[src/rtl/accum_io_pkg.sv]
package accum_io_pkg;
    localparam int IR_W = 12;
    localparam int IO_N = 6;

    // register group bit positions (decoded by the instruction format)
    localparam int RB_CLR_ACC  = 11;
    localparam int RB_CLR_LNK  = 10;
    localparam int RB_INV_ACC  = 9;
    localparam int RB_INV_LNK  = 8;
    localparam int RB_ROR      = 7;
    localparam int RB_ROL      = 6;
    localparam int RB_INC_ACC  = 5;
    localparam int RB_SK_POS   = 4;
    localparam int RB_SK_NEG   = 3;
    localparam int RB_SK_ZERO  = 2;
    localparam int RB_SK_LNK0  = 1;
    localparam int RB_STOP     = 0;

    // device group positions within the top IO_N instruction bits
    localparam int IB_RD       = 5;
    localparam int IB_WR       = 4;
    localparam int IB_SK_IN    = 3;
    localparam int IB_SK_OUT   = 2;
    localparam int IB_INT_ON   = 1;
    localparam int IB_INT_OFF  = 0;

    typedef enum logic [0:0] {
        ST_RUN  = 1'b0,
        ST_HALT = 1'b1
    } run_state_t;
endpackage

[src/rtl/accum_io_regops.sv]
module accum_io_regops
    import accum_io_pkg::*;
#(
    parameter int DATA_W = 16
) (
    input  logic [IR_W-1:0]   ops,
    input  logic [DATA_W-1:0] acc_in,
    input  logic              lnk_in,
    output logic [DATA_W-1:0] acc_res,
    output logic              lnk_res,
    output logic              acc_touch,
    output logic              lnk_touch,
    output logic              skip,
    output logic              stop_req
);
    localparam int MSB = DATA_W - 1;

    logic [DATA_W-1:0] acc_w;
    logic              lnk_w;
    logic              lnk_tmp;

    always_comb begin
        acc_w   = acc_in;
        lnk_w   = lnk_in;
        lnk_tmp = 1'b0;
        if (ops[RB_CLR_ACC]) acc_w = '0;
        if (ops[RB_CLR_LNK]) lnk_w = 1'b0;
        if (ops[RB_INV_ACC]) acc_w = ~acc_w;
        if (ops[RB_INV_LNK]) lnk_w = ~lnk_w;
        if (ops[RB_ROR]) begin
            lnk_tmp = acc_w[0];
            acc_w   = {lnk_w, acc_w[MSB:1]};
            lnk_w   = lnk_tmp;
        end
        if (ops[RB_ROL]) begin
            lnk_tmp = acc_w[MSB];
            acc_w   = {acc_w[MSB-1:0], lnk_w};
            lnk_w   = lnk_tmp;
        end
        if (ops[RB_INC_ACC]) acc_w = acc_w + 1'b1;
        acc_res = acc_w;
        lnk_res = lnk_w;
    end

    assign acc_touch = ops[RB_CLR_ACC] | ops[RB_INV_ACC] | ops[RB_ROR]
                     | ops[RB_ROL] | ops[RB_INC_ACC];
    assign lnk_touch = ops[RB_CLR_LNK] | ops[RB_INV_LNK] | ops[RB_ROR]
                     | ops[RB_ROL];

    // skip conditions on pre-step values, collapsed to one pulse
    logic [3:0] sk_sel;
    logic [3:0] sk_cond;
    assign sk_sel  = {ops[RB_SK_POS], ops[RB_SK_NEG], ops[RB_SK_ZERO], ops[RB_SK_LNK0]};
    assign sk_cond = {~acc_in[MSB], acc_in[MSB], (acc_in == '0), ~lnk_in};
    assign skip     = |(sk_sel & sk_cond);
    assign stop_req = ops[RB_STOP];
endmodule

[src/rtl/accum_io_devport.sv]
module accum_io_devport
    import accum_io_pkg::*;
#(
    parameter int DATA_W = 16,
    parameter int IO_W   = 8
) (
    input  logic              clk,
    input  logic              rst_n,
    input  logic [IO_N-1:0]   ops,
    input  logic [DATA_W-1:0] acc_in,
    input  logic [IO_W-1:0]   dev_in_data,
    input  logic              dev_in_stb,
    input  logic              dev_out_ack,
    output logic [DATA_W-1:0] acc_res,
    output logic              acc_touch,
    output logic              skip,
    output logic [IO_W-1:0]   out_buf,
    output logic              in_rdy,
    output logic              out_rdy,
    output logic              ien
);
    logic [IO_W-1:0] in_buf;

    always_ff @(posedge clk or negedge rst_n) begin
        if (!rst_n) begin
            in_buf  <= '0;
            out_buf <= '0;
            in_rdy  <= 1'b0;
            out_rdy <= 1'b0;
            ien     <= 1'b0;
        end else begin
            if (dev_in_stb)       in_buf <= dev_in_data;
            if (dev_in_stb)       in_rdy <= 1'b1;
            else if (ops[IB_RD])  in_rdy <= 1'b0;
            if (ops[IB_WR])       out_buf <= acc_in[IO_W-1:0];
            if (dev_out_ack)      out_rdy <= 1'b1;
            else if (ops[IB_WR])  out_rdy <= 1'b0;
            if (ops[IB_INT_OFF])     ien <= 1'b0;
            else if (ops[IB_INT_ON]) ien <= 1'b1;
        end
    end

    generate
        if (DATA_W > IO_W) begin : g_wide
            assign acc_res = ops[IB_RD] ? {acc_in[DATA_W-1:IO_W], in_buf} : acc_in;
        end else begin : g_narrow
            assign acc_res = ops[IB_RD] ? in_buf[DATA_W-1:0] : acc_in;
        end
    endgenerate

    assign acc_touch = ops[IB_RD];
    assign skip      = (ops[IB_SK_IN] & in_rdy) | (ops[IB_SK_OUT] & out_rdy);
endmodule

[src/rtl/accum_io_runctl.sv]
module accum_io_runctl
    import accum_io_pkg::*;
(
    input  logic clk,
    input  logic rst_n,
    input  logic stop_req,
    output logic running
);
    run_state_t state_q, state_d;

    always_ff @(posedge clk or negedge rst_n) begin
        if (!rst_n) state_q <= ST_RUN;
        else        state_q <= state_d;
    end

    always_comb begin
        state_d = state_q;
        unique case (state_q)
            ST_RUN:  if (stop_req) state_d = ST_HALT;
            ST_HALT: state_d = ST_HALT;
            default: state_d = ST_HALT;
        endcase
    end

    always_comb begin
        unique case (state_q)
            ST_RUN:  running = 1'b1;
            ST_HALT: running = 1'b0;
            default: running = 1'b0;
        endcase
    end
endmodule

[src/rtl/accum_io_exec.sv]
module accum_io_exec
    import accum_io_pkg::*;
#(
    parameter int DATA_W = 16,
    parameter int IO_W   = 8
) (
    input  logic              clk,
    input  logic              rst_n,
    input  logic              exec_en,
    input  logic              io_group,
    input  logic [IR_W-1:0]   ir_bits,
    input  logic [DATA_W-1:0] ac_in,
    input  logic              e_in,
    input  logic [IO_W-1:0]   dev_in_data,
    input  logic              dev_in_stb,
    input  logic              dev_out_ack,
    output logic [DATA_W-1:0] ac_out,
    output logic              ac_we,
    output logic              e_out,
    output logic              e_we,
    output logic              pc_inc,
    output logic              sc_clr,
    output logic [IO_W-1:0]   out_data,
    output logic              in_ready,
    output logic              out_ready,
    output logic              int_en,
    output logic              running
);
    logic              act;
    logic [IR_W-1:0]   reg_ops;
    logic [IO_N-1:0]   dev_ops;
    logic [DATA_W-1:0] acc_r, acc_d;
    logic              lnk_r;
    logic              acc_t_r, acc_t_d, lnk_t_r;
    logic              skip_r, skip_d, stop_req;

    assign act     = exec_en & running;
    assign reg_ops = (act & ~io_group) ? ir_bits : '0;
    assign dev_ops = (act &  io_group) ? ir_bits[IR_W-1 -: IO_N] : '0;

    accum_io_regops #(.DATA_W(DATA_W)) u_regops (
        .ops       (reg_ops),
        .acc_in    (ac_in),
        .lnk_in    (e_in),
        .acc_res   (acc_r),
        .lnk_res   (lnk_r),
        .acc_touch (acc_t_r),
        .lnk_touch (lnk_t_r),
        .skip      (skip_r),
        .stop_req  (stop_req)
    );

    accum_io_devport #(.DATA_W(DATA_W), .IO_W(IO_W)) u_devport (
        .clk         (clk),
        .rst_n       (rst_n),
        .ops         (dev_ops),
        .acc_in      (ac_in),
        .dev_in_data (dev_in_data),
        .dev_in_stb  (dev_in_stb),
        .dev_out_ack (dev_out_ack),
        .acc_res     (acc_d),
        .acc_touch   (acc_t_d),
        .skip        (skip_d),
        .out_buf     (out_data),
        .in_rdy      (in_ready),
        .out_rdy     (out_ready),
        .ien         (int_en)
    );

    accum_io_runctl u_runctl (
        .clk      (clk),
        .rst_n    (rst_n),
        .stop_req (stop_req),
        .running  (running)
    );

    assign ac_out = io_group ? acc_d : acc_r;
    assign ac_we  = acc_t_r | acc_t_d;
    assign e_out  = lnk_r;
    assign e_we   = lnk_t_r;
    assign pc_inc = skip_r | skip_d;
    assign sc_clr = act;
endmodule

[config.mk]
export PLATFORM = sky130hd
export DESIGN_NAME = accum_io_exec
export DESIGN_NICKNAME = d
export VERILOG_FILES = /design/src/rtl/accum_io_pkg.sv /design/src/rtl/accum_io_regops.sv /design/src/rtl/accum_io_devport.sv /design/src/rtl/accum_io_runctl.sv /design/src/rtl/accum_io_exec.sv
export SDC_FILE = /design/constraint.sdc
export NUM_CORES = 1
export LEC_CHECK = 0
export BUFFER_PORTS_ARGS = -buffer_cell sky130_fd_sc_hd__buf_2
export CAP_MARGIN = 20
export CORE_ASPECT_RATIO = 0.75
export CORE_MARGIN = 2
export CORE_UTILIZATION = 49
export DETAILED_ROUTE_END_ITERATION = 8
export GPL_ROUTABILITY_DRIVEN = 0
export GPL_TIMING_DRIVEN = 0
export PLACE_DENSITY = 0.83
export SYNTH_ARGS = -nofsm -noshare
export SYNTH_HDL_FRONTEND = slang
export SYNTH_SLANG_ARGS = --single-unit
[constraint.sdc]
create_clock -name clk -period 2.7 [get_ports clk]
set_input_delay 0.135 -clock clk [delete_from_list [all_inputs] [get_ports clk]]
set_output_delay 0.135 -clock clk [all_outputs]
set_load 0.02 [all_outputs]
; Yosys cells after proc, flatten, opt, wreduce, memory -nomap -nowiden
; Index checks and enable logic that the tools add are counted.
[totals]
input_bits = 43
output_inout_bits = 33
reg_bits = 20
wordCells = 56
[op_classes]
bitwise = 22
muxes = 22
add_sub_neg = 1
n_reduce_logical = 5
[ops]
columns = op, count
row1 = $mux W16, 6
row2 = $add A16 B1 Y16 const B, 1
row3 = $logic_not A16 Y1, 1
row4 = $not A16 Y16, 1
row5 = $mux W12, 1
row6 = $mux W1, 11
row7 = $or A1 B1 Y1, 10
row8 = $mux W8, 1
row9 = $mux W6, 1
row10 = $reduce_bool A2 Y1, 3
row11 = $and A1 B1 Y1, 5
row12 = $not A1 Y1, 5
row13 = $and A4 B4 Y4, 1
row14 = $pmux W1 S2, 2
row15 = $reduce_or A4 Y1, 1

; Depth between registers and ports, before layout
; Gate-level depths: netlist of the first run.
[depth]
depth_word = 13
ltp_mapped = 14
ltp_nobuf = 12

; Modules after synthesis
; Synthesis of the first run repeated with hierarchy kept, for this count alone.
[unflattened]
hier_cells = 328
area_unflattened_um2 = 2944.1
[by_module_without_submodules]
columns = mod, n_inst, cells_per_inst, area_per_inst_um2
row1 = accum_io_regops, 1, 220, 1457.6
row2 = accum_io_devport, 1, 62, 977.2
row3 = accum_io_exec, 1, 43, 474.2
row4 = accum_io_runctl, 1, 3, 35.0

; Worst setup path before layout of the first run
; No wires, ideal clock.
[synth_path]
path_type = reg-to-output
from = reg u_runctl.state_q
to = out ac_out[12]
path_stages_with_launch = 12
t_required_ns = 2.565
path_slack_ns = -0.331
path_buffers = 2
t_arrival_ns = 2.896
path_cell_list = dfrtp_1 -> or3b_1 -> buf_6 -> clkbuf_1 -> o21ai_0 -> a221oi_1 -> nor2_1 -> ha_1 -> inv_1 -> a2111oi_4 -> a211oi_1 -> a211oi_1
[synth_via]
elab_chain_len = 13
elab_cells_between_ends = 17
classes_between = 1 x add/sub / 11 x mux / 5 x bitwise
[synth_lines]
columns = item, line
row1 = start: declaration, accum_io_runctl.sv:9  ; run_state_t state_q, state_d;
row2 = start signal: assignment, accum_io_runctl.sv:13  ; else state_q <= state_d;
row3 = $not A1 Y1, accum_io_runctl.sv:26  ; unique case (state_q)
row4 = $pmux W1 S2 *, accum_io_runctl.sv:26
row5 = $and A1 B1 Y1 *, accum_io_exec.sv:37  ; assign act = exec_en & running;
row6 = $and A1 B1 Y1 *, accum_io_exec.sv:38  ; assign reg_ops = (act & ~io_group) ? ir_bits : '0;
row7 = $mux W12 *, accum_io_exec.sv:38
row8 = $mux W16 or $mux W1 (tied branches), "accum_io_regops.sv:26, accum_io_regops.sv:27"
row9 = $not A16 Y16 or $not A1 Y1 (tied branches), "accum_io_regops.sv:28, accum_io_regops.sv:29"
row10 = $mux W16 or $mux W1 (tied branches), "accum_io_regops.sv:28, accum_io_regops.sv:29"
row11 = $mux W16 or $mux W1 (tied branches), accum_io_regops.sv:30  ; if (ops[RB_ROR]) begin
row12 = $mux W16, accum_io_regops.sv:35  ; if (ops[RB_ROL]) begin
row13 = $add A16 B1 Y16, accum_io_regops.sv:40  ; if (ops[RB_INC_ACC]) acc_w = acc_w + 1'b1;
row14 = $mux W16 *, accum_io_regops.sv:40
row15 = $mux W16 *, accum_io_exec.sv:77  ; assign ac_out = io_group ? acc_d : acc_r;
row16 = end: declaration, accum_io_exec.sv:17  ; output logic [DATA_W-1:0] ac_out,
; Every way passes the cells marked *; elsewhere a longest branch is shown, timed or not.

; Worst setup path after layout of the first run
[layout_path]
from = reg u_runctl.state_q
to = out ac_out[10]
; The elaborated chain is that of the path after synthesis.

==> results of run 1 <==
metal layers:
metal	GRT usage	up-vias	part of all wire
met2	0.4992	315	0.45
met4	0.08754	0	0.031
li1	-	1630	-
met5	0	-	0
met1	0.4148	1716	0.39
met3	0.08478	47	0.13
power groups by stage:
stage | Clock (mW) | Sequential, mW | Combinational, mW
final | 0.238 | 0.323 | 0.409
after detailed placement | 0 | 0.329 | 0.360
after floorplan | 0 | 0.331 | 0.234
after global routing | 0.250 | 0.325 | 0.435
after global placement | 0 | 0.328 | 0.351
after CTS | 0.239 | 0.323 | 0.383
cell type report:
class | instances | area (sq um)
Multi-Input combinational cell | 313 | 2282
Inverter | 11 | 43.79
Timing Repair Buffer | 91 | 573.1
Tap cell | 75 | 93.84
Sequential cell | 20 | 500.5
Clock buffer | 4 | 55.05
Buffer | 35 | 182.7
Fill cell | 455 | 1708
per-stage QoR:
stage	hold WS, ps	total power, mW
global route	56.68	1.010
detailed placement	110.6	0.6885
finish	54.98	0.9705
CTS	56.15	0.9452
floorplan	-160.6	0.5651
global placement	93.72	0.6791
repair_timing:
action                                  CTS  global route
pin swaps                                14            14
endpoints found under the setup margin   17            17
gates resized for setup                  36            27
endpoints found under the hold margin    20             0
buffers inserted                         15             5
gates cloned                              0             1
hold buffers                              1             0
how the worst min path moves through the flow:
stage | startpoint | endpoint | slack, ps
finish | dev_out_ack | u_devport.out_rdy | 50
floorplan | rst_n | u_devport.ien | -160
global route | dev_out_ack | u_devport.out_rdy | 60
CTS | dev_out_ack | u_devport.out_rdy | 60
global placement | rst_n | u_devport.in_buf[5] | 90
detailed placement | rst_n | u_devport.in_buf[6] | 110
cell families (layout without fill, tap and decap cells):
kind of cell,after synthesis,after routing,synth area share
AOI/OAI and AO/OA,149,149,0.3495
buffers and inverters,47,141,0.07016
DFF,20,20,0.1776
adders and majority gates,1,1,0.004440
xor gates and xnor gates,15,15,0.04662
and+or+nand+nor,119,119,0.2393
muxes,29,29,0.1123
critical path, stage by stage (launching register included):
cell                        delay (ps)
sky130_fd_sc_hd__dfrtp_1           410
sky130_fd_sc_hd__or3b_1            400
sky130_fd_sc_hd__buf_6             140
sky130_fd_sc_hd__buf_12            130
sky130_fd_sc_hd__nor2_8            100
sky130_fd_sc_hd__o32ai_4           100
sky130_fd_sc_hd__a2111o_1          430
sky130_fd_sc_hd__a2111oi_4         410
sky130_fd_sc_hd__buf_6             180
sky130_fd_sc_hd__nand2_2            60
sky130_fd_sc_hd__o211ai_1          170
sky130_fd_sc_hd__o211ai_1          120
sky130_fd_sc_hd__buf_2             180
registers in the layout, summed over array words and instances (netlist names):
register / count
u_devport.out_rdy: 1
u_devport.in_rdy: 1
u_devport.ien: 1
u_runctl.state_q: 1
u_devport.in_buf: 8
u_devport.out_buf: 8
cells in the final DEF, fill, tap and decap left out, types with 11 or more instances in the layout:
cell type	instances
sky130_fd_sc_hd__buf_2	62
sky130_fd_sc_hd__mux2_2	21
sky130_fd_sc_hd__o21ai_0	29
sky130_fd_sc_hd__nand3_1	11
sky130_fd_sc_hd__buf_4	31
sky130_fd_sc_hd__nor2_1	18
sky130_fd_sc_hd__dfrtp_1	20
sky130_fd_sc_hd__clkbuf_1	17
sky130_fd_sc_hd__nor2b_1	15
sky130_fd_sc_hd__nand2_1	25
sky130_fd_sc_hd__a22oi_1	12
sky130_fd_sc_hd__a31oi_1	11
sky130_fd_sc_hd__a21oi_1	27
==> results.md, run 1 <==
- The synthesis warning total is 0.
- The endpoint of the worst-slack reg-to-reg timing path is u_devport.out_buf[6].
- The worst slack after detailed placement is -485.7 ps.
- The area growth from synthesis to layout is 32.42%.
- The row count is 23.
- The kind of path behind the tightest hold check is in -> reg.
- In this run the worst setup path terminates at ac_out[10].
- The core region is 5439 sq um.
- The total number of nets in the final design is 519.
- The final reports fail on setup timing.
- The detailed placer's ending HPWL is between 7000 and 8000 um.
- The number of nets handed over by synthesis was 424.
- The total routing usage reported by global routing is 0.3130.
- Once detail routing completed, the nets flagged for antenna violations numbered 0.
- The first global-routing pass estimated ~16,000 um of wire.
- The part of the total power dissipated in sequential elements is 0.333.
- The critical path in this run is classified as reg -> out.
- Subtracting the final worst setup slack from the clock period gives 3234 ps.
- The max-cap violation count is 0.
- For this run, asynchronously set or reset flops after synthesis account for 1.000.
- The hold violation count in the final report is 0.
- Clock tree synthesis found a total of 20 sinks.
- Once layout is complete, the utilization of the core stands at 0.6860.
- The finished cells cover ~3700 sq um.
- The share of synthesized area in the top cell type comes to 0.1776.
- The sequential area share after synthesis is 0.1776.
- Entering global routing, the biggest net connects 21 pins.
- The flow ran to the end, but the final reports show violations.
- The max-slew violation total from the final report is 0.
- The starting utilization of the core area is 0.5181.
- The startpoint of the most critical register-to-register path is u_runctl.state_q.
- The internal power component is slightly above 0.6 mW.
- The worst ir drop on vdd is roughly 0.00028 V.
- The largest buffer count on any clock path is 2.
- The die covers 6379 sq um.
- The routed via count is 3,708.
- The count of cells along the worst hold path is 2.
- The number of antenna violations at the first check in global routing is 0.
- The clock group share of total power is 0.245.
- The total standard cell area after synthesis is 2818 sq um.
- The via count of the first global-routing pass came to approximately 3,300.
- The synthesized design contains 20 register bits.
- The startpoint class of the critical path is a flop.
- In the post-synthesis netlist, the biggest area contributors are sky130_fd_sc_hd__dfrtp_1 (18%), sky130_fd_sc_hd__mux2_2 (8.4%), sky130_fd_sc_hd__o21ai_0 (7.1%).
- The clock root buffer is sky130_fd_sc_hd__clkbuf_8.
- The die width is 91.56 um.
- The share of the clock period used by the worst path is 1.198.
- For the pin with the worst max-slew slack, the measured transition is 987.9 ps.
- The number of design rule violations left after detail routing is 0.
- Setup repair after global routing could not meet its margin everywhere.
- The count of input and output buffers is 69.
- Clock latency on the worst-skew pair, taken at its later pin, is 270 ps.
- Of the total power, combinational logic draws 0.422.
- The number of antenna diodes in the final layout is 0.
- Data on the critical path is required at its endpoint by 2570 ps.
- The number of placed instances, taps included, is 524.
- The most common cell in the synthesized netlist is sky130_fd_sc_hd__o21ai_0.
- The die is 69.67 um tall.
- After clock tree synthesis, the clock-pin slew on the worst setup and hold paths is 70 ps.
- The most frequently used flop master after synthesis is sky130_fd_sc_hd__dfrtp_1.
- The number of top-level pins is 76.
- The data arrival time at the worst-slack endpoint is 3100 ps.
- The mean routed wirelength per cell is between 15 and 20 um.
- Ranked by instance count, the synthesized netlist is headed by sky130_fd_sc_hd__o21ai_0 (40), sky130_fd_sc_hd__a21oi_1 (29), sky130_fd_sc_hd__nand2_1 (29).
- The total iterations of the first detailed-routing run is 6.
- CTS built an H-tree with a depth of 1.
- For the worst flop-to-flop path, the logic depth is 5.
- Synthesis handed over a netlist of 380 instances.
- The number of clock buffers inserted by TritonCTS is 3.
- The finished layout holds 549 standard cells, fillers aside.
- The worst reg-to-reg setup slack is 810 ps.
- The setup TNS is -5504 ps.
- For this block, the routed nets add up to 10,630 um of wire.
- Measured against its own limit, the worst slew margin works out to 0.3353.
- The placed instance area is approximately 3300 sq um.
- The mean number of vias per cell is slightly below 7.
- The worst setup skew after layout is between 6 and 7 ps.
- The power density normalized to cell area is 260.1 nW/um^2.
- The analysis attributes to net switching a power of 0.3647 mW.
- The net switching fraction of the power is 0.3758.
- Derived from the worst setup path, the maximum achievable clock frequency is between 300 and 400 MHz.
- TritonCTS built the clock tree.
- The count of flip-flops with a built-in enable after synthesis is 0.
- The total grt overflow is 0.
- Along the worst path, the maximum fanout reaches 5.
- The number of DRC violations after detailed-routing iteration 0 is 502.
- Counting distinct cell types in the post-synthesis netlist gives 70.
- In the final layout, the share of cells above drive strength 1 is 0.3565.
- The worst setup path startpoint is u_runctl.state_q.
- Across all setup checks in the final design, the least slack found is -534.4 ps.
- For this design the static power due to leakage is between 1.5 and 2 nW.
- Setup violations remaining at the end of the flow were counted as 15.
- The average footprint of a synthesized cell is about 7.4 sq um.
- The top cell type by total area after synthesis is sky130_fd_sc_hd__dfrtp_1.
- The element type at the critical path end is an output pin.
Note: power is estimated with default switching activity, not from simulation.
==> inputs of run 2 (changes only) <==
- CORE_ASPECT_RATIO: 0.75 -> 0.9
- CORE_UTILIZATION: 49 -> 28
- PLACE_DENSITY: 0.83 -> 0.53
- clock period: 2.7 -> 4.1 ns (I/O delays scaled with it)
==> run 2 against run 1 <==
  * The flow now finishes without violations
  * Largest power group unchanged
  * Sequential share of layout area rose by 1.4 points
  * Clock skew fell by 2.4 ps
  * Core utilization fell by 34 points
  * Non-clock buffer count fell by 20
==> results.md, run 2 (synthesis results as in run 1) <==
- The die extent in y came to 99.17 um (was 69.67 um).
- The routed via count came to 3,387 (was 3,708).
- The internal power component was 0.3829 mW (was 0.6058 mW).
- The max-cap violation count is 0 (unchanged).
- The post-layout worst setup margin is 336.1 ps (was -534.4 ps).
- The slew at the pin closest to its max-slew limit is 1036 ps (was 987.9 ps).
- The max-slew violation total from the final report was 0 (unchanged).
- The number of DRC violations after detailed-routing iteration 0 is 320 (was 502).
- The number of antenna violations at the first check in global routing is 0 (unchanged).
- The worst setup skew after layout came to 3.988 ps (was 6.406 ps).
- The startpoint class of the critical path is a flop (unchanged).
- The share of post-route cells with drive strength above 1 came to 0.2467 (was 0.3565).
- The maximum fanout encountered on the critical timing path is 10 (was 5).
- The depth of the worst register-to-register path is 4 (was 5).
- The standby leakage power is 1.341 nW (was 1.544 nW).
- The CTS tree is built (unchanged).
- The net switching power is 0.2252 mW (was 0.3647 mW).
- The largest buffer count on any clock path is 2 (unchanged).
- The critical setup path kind is reg -> out (unchanged).
- The worst ir drop on vdd is 0.0001376 V (was 0.0002780 V).
- The clock-pin slew on the worst setup and hold paths was 80 ps (was 70 ps).
- The row count is 34 (was 23).
- The worst-skew pair later-pin latency is 260 ps (was 270 ps).
- The endpoint of the worst-slack reg-to-reg timing path is u_devport.out_buf[5] (was u_devport.out_buf[6]).
- The data required time of the critical path was 3890 ps (was 2570 ps).
- The net switching fraction of the power is 0.3704 (was 0.3758).
- The kind of path behind the tightest hold check is in -> reg (unchanged).
- The clock root buffer is sky130_fd_sc_hd__clkbuf_8 (unchanged).
- The largest net degree at the start of global routing is 21 (unchanged).
- The part of the total power dissipated in sequential elements is 0.350 (was 0.333).
- The mean number of vias per cell is 5.840 (was 6.754).
- The total grt overflow is 0 (unchanged).
- The total number of nets in the final design is 499 (was 519).
- The hold violation count in the final report is 0 (unchanged).
- The part of the total power dissipated in combinational logic came to 0.398 (was 0.422).
- Highest-count cells in the layout ignoring fill and taps: sky130_fd_sc_hd__buf_2 (73), sky130_fd_sc_hd__o21ai_0 (40), sky130_fd_sc_hd__a21oi_1 (29), sky130_fd_sc_hd__nand2_1 (29), sky130_fd_sc_hd__clkbuf_1 (26) (was sky130_fd_sc_hd__buf_2 (62), sky130_fd_sc_hd__buf_4 (31), sky130_fd_sc_hd__o21ai_0 (29), sky130_fd_sc_hd__a21oi_1 (27), sky130_fd_sc_hd__nand2_1 (25)).
- The number of H-tree branching levels is 1 (unchanged).
- Result of the run: complete, no violations (was finished, violations left).
- The number of top-level pins is 76 (unchanged).
- The data arrival time at the worst-slack endpoint came to 3560 ps (was 3100 ps).
- The hold-critical path endpoint was u_devport.out_rdy (unchanged).
- The mean routed wirelength per cell is 18.71 um (was 19.36 um).
- The final period demand of the worst path is 3764 ps.
- The worst reg-to-reg setup slack is 2090 ps (was 810 ps).
- The post-cts resize count is 0 (was 36).
- The startpoint of the most critical register-to-register path was u_runctl.state_q (unchanged).
- The count of input and output buffers is 69 (unchanged).
- The final instance area is 3386 sq um (was 3731 sq um).
- The wire length of the first global-routing pass is 17,310 um (was 16,320 um).
- The detailed placer's ending HPWL was 8261 um (was 7470 um).
- The post-synthesis to final-layout area growth is 20.16% (was 32.42%).
- The relative slew slack is 0.3031 (was 0.3353).
- Of the available clock period, the critical path in the final layout requires 0.9180.
- The number of inserted filler cells in the final layout is 1,061 (was 455).
- The number of design rule violations left after detail routing is 0 (unchanged).
- The count of final setup violators is 0 (was 15).
- The startpoint of the worst hold path was dev_out_ack (unchanged).
- The count of clock tree sinks was 20 (unchanged).
- The number of clock buffers inserted by TritonCTS is 3 (unchanged).
- Setup repair after global routing missed its margin: false (was true).
- Top flop regs: u_devport.in_buf (8), u_devport.out_buf (8) (unchanged).
- The count of cells along the worst hold path is 2 (unchanged).
- The placed instance area was 3321 sq um (was 3308 sq um).
- The worst slack after detailed placement is 680.4 ps (was -485.7 ps).
- The area of the die is 10,880 sq um (was 6379 sq um).
- The number of inserted diodes came to 0 (unchanged).
- The post-CTS setup buffer count was 0 (was 15).
- The setup TNS came to 0 ps (was -5504 ps).
- Based on the critical path, the design can be clocked at up to around 270 MHz.
- The element type at the critical path end is an output pin (unchanged).
- The die width is 109.7 um (was 91.56 um).
- The number of antenna-violating nets in the routed design is 0 (unchanged).
- The starting utilization of the core area is 0.2892 (was 0.5181).
- The power density normalized to cell area was 179.6 nW/um^2 (was 260.1 nW/um^2).
- The total length of routed wires came to 10,850 um (was 10,630 um).
- The most common cell after layout, fill and taps aside is sky130_fd_sc_hd__buf_2 (unchanged).
- The total routing usage reported by global routing is 0.2031 (was 0.3130).
- The core region area is 9742 sq um (was 5439 sq um).
- The clock group share of total power is 0.252 (was 0.245).
- The via count of the first global-routing pass was 3,289 (was 3,291).
- The total iterations of the first detailed-routing run is 5 (was 6).
[run 2: cell count changes in the layout (fill, tap and decap cells not counted), sizes merged]
cell / change
buf: -23
clkbuf: +3
[run 2: worst max-delay path, stage by stage (launching register included)]
cell and delay [ps]:
sky130_fd_sc_hd__dfrtp_1 440, sky130_fd_sc_hd__or3b_1 410, sky130_fd_sc_hd__buf_6 150, sky130_fd_sc_hd__clkbuf_1 240
sky130_fd_sc_hd__nand2_1 140, sky130_fd_sc_hd__o21ai_0 90, sky130_fd_sc_hd__a221oi_1 470, sky130_fd_sc_hd__nor2_1 140
sky130_fd_sc_hd__ha_1 200, sky130_fd_sc_hd__inv_1 130, sky130_fd_sc_hd__nor2_1 100, sky130_fd_sc_hd__a311oi_1 260
sky130_fd_sc_hd__a21oi_1 70, sky130_fd_sc_hd__a31oi_1 160, sky130_fd_sc_hd__o21ai_0 110, sky130_fd_sc_hd__buf_2 170
[run 2: final cells by class]
type / instances / area, sq um / area share
clock buffer: 4 / 55.05 / 0.01626
buffer: 36 / 156.4 / 0.04619
inverter: 11 / 41.29 / 0.01220
sequential: 20 / 500.5 / 0.1478
tap: 126 / 157.7 / 0.04656
multi-input combinational: 313 / 2120 / 0.6260
timing repair buffer: 70 / 355.3 / 0.1050
[run 2: worst max path at each step]
stage	slack (ps)	cells past startpoint	to	start
6_report	340	15	ac_out[4]	u_runctl.state_q
5_1_grt	20	15	ac_out[4]	u_runctl.state_q
4_1_cts	360	15	ac_out[4]	u_runctl.state_q
3_5_place_dp	680	15	ac_out[4]	u_runctl.state_q
3_3_place_gp	690	15	ac_out[4]	u_runctl.state_q
2_1_floorplan	1000	11	ac_out[12]	u_runctl.state_q
[run 2: repair_timing]
| item | in CTS | in global routing |
|---|---|---|
| hold endpoints to repair | 20 | 0 |
| endpoints found under the setup margin | 0 | 0 |
| hold buffers | 1 | 0 |
[run 2: power groups by stage]
| stage | clock (mW) | combinational [mW] | sequential, mW |
|---|---|---|---|
| after floorplan | 0 | 0.149 | 0.218 |
| after CTS | 0.156 | 0.239 | 0.213 |
| after detailed placement | 0 | 0.237 | 0.217 |
| after global placement | 0 | 0.236 | 0.216 |
| after global routing | 0.168 | 0.265 | 0.214 |
| final | 0.154 | 0.242 | 0.213 |
[run 2: per-stage QoR]
stage / util / hold WS (ps) / total power [mW] / instances
2_1_floorplan: - / -90.59 / 0.3671 / 380
3_3_place_gp: 0.3409 / 174.4 / 0.4519 / 575
3_5_place_dp: 0.3409 / 176.4 / 0.4538 / 575
4_1_cts: 0.3475 / 111.5 / 0.6079 / 580
5_1_grt: 0.3475 / 119.5 / 0.6470 / 580
6_report: 0.3475 / 115.1 / 0.6081 / 580
[run 2: routing by layer]
metal	global-route usage	vias up	routed length, um
met5	0	-	0
met4	0.07108	0	334
met3	0.04063	27	802
met2	0.3158	147	4984
met1	0.2790	1634	4728
li1	-	1579	-
==> inputs of run 3 (changes only) <==
- CTS_BUF_LIST: default -> sky130_fd_sc_hd__clkbuf_4
==> run 3 against run 2 <==
  * Sequential share of layout area increased by 0.066 points
  * First-iteration DRC count increased by 19%
  * Cell count increased by 0.17%
  * Via count decreased by 0.21%
  * Die area unchanged
  * Register-to-register slack about the same
  * Worst hold slack got worse by 46 ps
  * Clock power decreased by 38%
  * Total power decreased by 9.4%
  * Highest routed layer unchanged
==> results.md, run 3 (synthesis results as in run 1) <==
- The clock-pin slew on the worst setup and hold paths came to 120 ps (was 80 ps).
- Setup repair after global routing missed its margin: false (unchanged).
- The number of clock buffers inserted by TritonCTS is 3 (unchanged).
- The row count is 34 (unchanged).
- The die extent in y is 99.17 um (unchanged).
- The number of inserted diodes came to 0 (unchanged).
- The net switching fraction of the power is 0.3958 (was 0.3704).
- The power density normalized to cell area is 163.5 nW/um^2 (was 179.6 nW/um^2).
- The standby leakage power was 1.336 nW (was 1.341 nW).
- The total length of routed wires was 10,780 um (was 10,850 um).
- The number of top-level pins was 76 (unchanged).
- The max-cap violation count was 0 (unchanged).
- The total grt overflow is 0 (unchanged).
- The area of the die is 10,880 sq um (unchanged).
- The die width is 109.7 um (unchanged).
- The count of clock tree sinks is 20 (unchanged).
- The count of input and output buffers came to 69 (unchanged).
- The detailed placer's ending HPWL is 8261 um (unchanged).
- The total number of nets in the final design is 500 (was 499).
- The share of the clock period used by the worst path came to 0.9066 (was 0.9180).
- The core region area is 9742 sq um (unchanged).
- The total chip power is 0.5512 mW (was 0.6081 mW).
- The setup TNS is 0 ps (unchanged).
- The most common cell after layout, fill and taps aside is sky130_fd_sc_hd__buf_2 (unchanged).
- The number of inserted filler cells in the final layout was 1,066 (was 1,061).
- The data arrival time at the worst-slack endpoint was 3510 ps (was 3560 ps).
- The number of design rule violations left after detail routing is 0 (unchanged).
- The max-slew violation total from the final report was 0 (unchanged).
- The part of the total power dissipated in sequential elements is 0.386 (was 0.350).
- The number of antenna violations at the first check in global routing is 0 (unchanged).
- The mean routed wirelength per cell came to 18.55 um (was 18.71 um).
- Top flop regs: u_devport.in_buf (8), u_devport.out_buf (8) (unchanged).
- The count of final setup violators is 0 (unchanged).
- The slew at the pin closest to its max-slew limit was 954.6 ps (was 1036 ps).
- The mean number of vias per cell came to 5.818 (was 5.840).
- The number of H-tree branching levels is 1 (unchanged).
- The internal power component is 0.3331 mW (was 0.3829 mW).
- The total iterations of the first detailed-routing run is 5 (unchanged).
- The largest net degree at the start of global routing came to 21 (unchanged).
- The clock root buffer was sky130_fd_sc_hd__clkbuf_4 (was sky130_fd_sc_hd__clkbuf_8).
- The largest buffer count on any clock path is 2 (unchanged).
- The relative slew slack is 0.3471 (was 0.3031).
- The worst setup skew after layout was 8.692 ps (was 3.988 ps).
- The critical setup path kind is reg -> out (unchanged).
- The wire length of the first global-routing pass was 17,290 um (was 17,310 um).
- The part of the total power dissipated in combinational logic came to 0.440 (was 0.398).
- The startpoint class of the critical path is a flop (unchanged).
- The worst slack on hold paths is 69.39 ps (was 115.1 ps).
- The final period demand of the worst path was 3717 ps (was 3764 ps).
- The number of DRC violations after detailed-routing iteration 0 is 380 (was 320).
- The kind of path behind the tightest hold check is in -> reg (unchanged).
- The element type at the critical path end is an output pin (unchanged).
- The share of post-route cells with drive strength above 1 is 0.2484 (was 0.2467).
- The maximum fanout encountered on the critical timing path came to 10 (unchanged).
- The starting utilization of the core area was 0.2892 (unchanged).
- The worst ir drop on vdd is 0.00008927 V (was 0.0001376 V).
- The hold violation count in the final report is 0 (unchanged).
- The number of antenna-violating nets in the routed design came to 0 (unchanged).
- Result of the run: complete, no violations (unchanged).
- The via count of the first global-routing pass came to 3,315 (was 3,289).
- The achievable frequency is 269.0 MHz (was 265.7 MHz).
- Highest-count cells in the layout ignoring fill and taps: sky130_fd_sc_hd__buf_2 (73), sky130_fd_sc_hd__o21ai_0 (40), sky130_fd_sc_hd__a21oi_1 (29), sky130_fd_sc_hd__nand2_1 (29), sky130_fd_sc_hd__clkbuf_1 (26) (unchanged).
- The net switching power is 0.2182 mW (was 0.2252 mW).
- The worst-skew pair later-pin latency is 300 ps (was 260 ps).
- The routed via count is 3,380 (was 3,387).
- The total routing usage reported by global routing is 0.2010 (was 0.2031).
- The data required time of the critical path is 3890 ps (about the same).
- The clock group share of total power came to 0.174 (was 0.252).
- The post-synthesis to final-layout area growth came to 19.63% (was 20.16%).
- The CTS tree was built (unchanged).
## run 3: cell count changes in the layout (fill, tap and decap cells not counted)
cell | before | now
sky130_fd_sc_hd__clkbuf_8 | 4 | 0
sky130_fd_sc_hd__clkbuf_4 | 0 | 3
sky130_fd_sc_hd__a221oi_1 | 3 | 2
sky130_fd_sc_hd__a221oi_2 | 0 | 1
sky130_fd_sc_hd__buf_4 | 2 | 3
sky130_fd_sc_hd__clkinv_1 | 2 | 3
## run 3: final timing paths
check                      slack [ps]            startpoint              endpoint  cells past startpoint
min in group asynchronous         370                 rst_n  u_devport.out_buf[7]                      2
hold / removal                     70           dev_out_ack     u_devport.out_rdy                      2
max in group asynchronous        3420                 rst_n   u_devport.in_buf[7]                      2
hold reg to reg                   500  u_devport.out_buf[4]  u_devport.out_buf[4]                      2
setup reg to reg                 2100      u_runctl.state_q  u_devport.out_buf[5]                      4
setup / recovery                  380      u_runctl.state_q             ac_out[7]                     10
## run 3: area by class of cell
type | count | area (sq um) | area share
plain buffers | 36 | 156.4 | 0.04640
clock buffers | 3 | 22.52 | 0.006682
clock inverters | 1 | 3.754 | 0.001114
inverters | 11 | 41.29 | 0.01225
multi-input cells | 313 | 2126 | 0.6307
flip-flops and latches | 20 | 500.5 | 0.1485
well taps | 126 | 157.7 | 0.04677
repair buffers | 71 | 362.8 | 0.1076
## run 3: power by group through the flow
| stage | Sequential (mW) | Combinational, mW | Clock [mW] |
|---|---|---|---|
| 2_1_floorplan | 0.218 | 0.149 | 0 |
| 4_1_cts | 0.213 | 0.239 | 0.0984 |
| 3_3_place_gp | 0.216 | 0.236 | 0 |
| 5_1_grt | 0.214 | 0.266 | 0.108 |
| 6_report | 0.213 | 0.243 | 0.0960 |
| 3_5_place_dp | 0.217 | 0.237 | 0 |
## run 3: routing by layer
metal,vias up,global-route usage,part of all wire
met5,-,0,0
met4,0,0.05648,0.023
met3,21,0.04063,0.070
met2,140,0.3172,0.47
met1,1631,0.2774,0.44
li1,1588,-,-
## run 3: critical path, stage by stage, from the launching register on
cell and delay (ps):
sky130_fd_sc_hd__dfrtp_1 450, sky130_fd_sc_hd__or3b_1 410, sky130_fd_sc_hd__buf_6 150, sky130_fd_sc_hd__clkbuf_1 230
sky130_fd_sc_hd__o21ai_0 300, sky130_fd_sc_hd__a221oi_2 130, sky130_fd_sc_hd__nor4b_2 550, sky130_fd_sc_hd__and2_1 300
sky130_fd_sc_hd__xor2_1 350, sky130_fd_sc_hd__o21ai_0 140, sky130_fd_sc_hd__buf_2 180
## run 3: timing repair
| item | in CTS | in global routing |
|---|---|---|
| hold buffers | 1 | 0 |
| resized for setup | 0 | 1 |
| setup endpoints to repair | 0 | 2 |
| buffers inserted | 0 | 1 |
| endpoints found under the hold margin | 20 | 0 |
## run 3: metrics by stage
stage / worst slack, ps / area, sq um / instances / utilization
finish: 383.1 / 3371 / 581 / 0.3460
global route: 79.15 / 3371 / 581 / 0.3460
CTS: 305.8 / 3357 / 580 / 0.3446
detailed placement: 680.4 / 3321 / 575 / 0.3409
global placement: 694.1 / 3321 / 575 / 0.3409
floorplan: 999.1 / 2818 / 380 / -
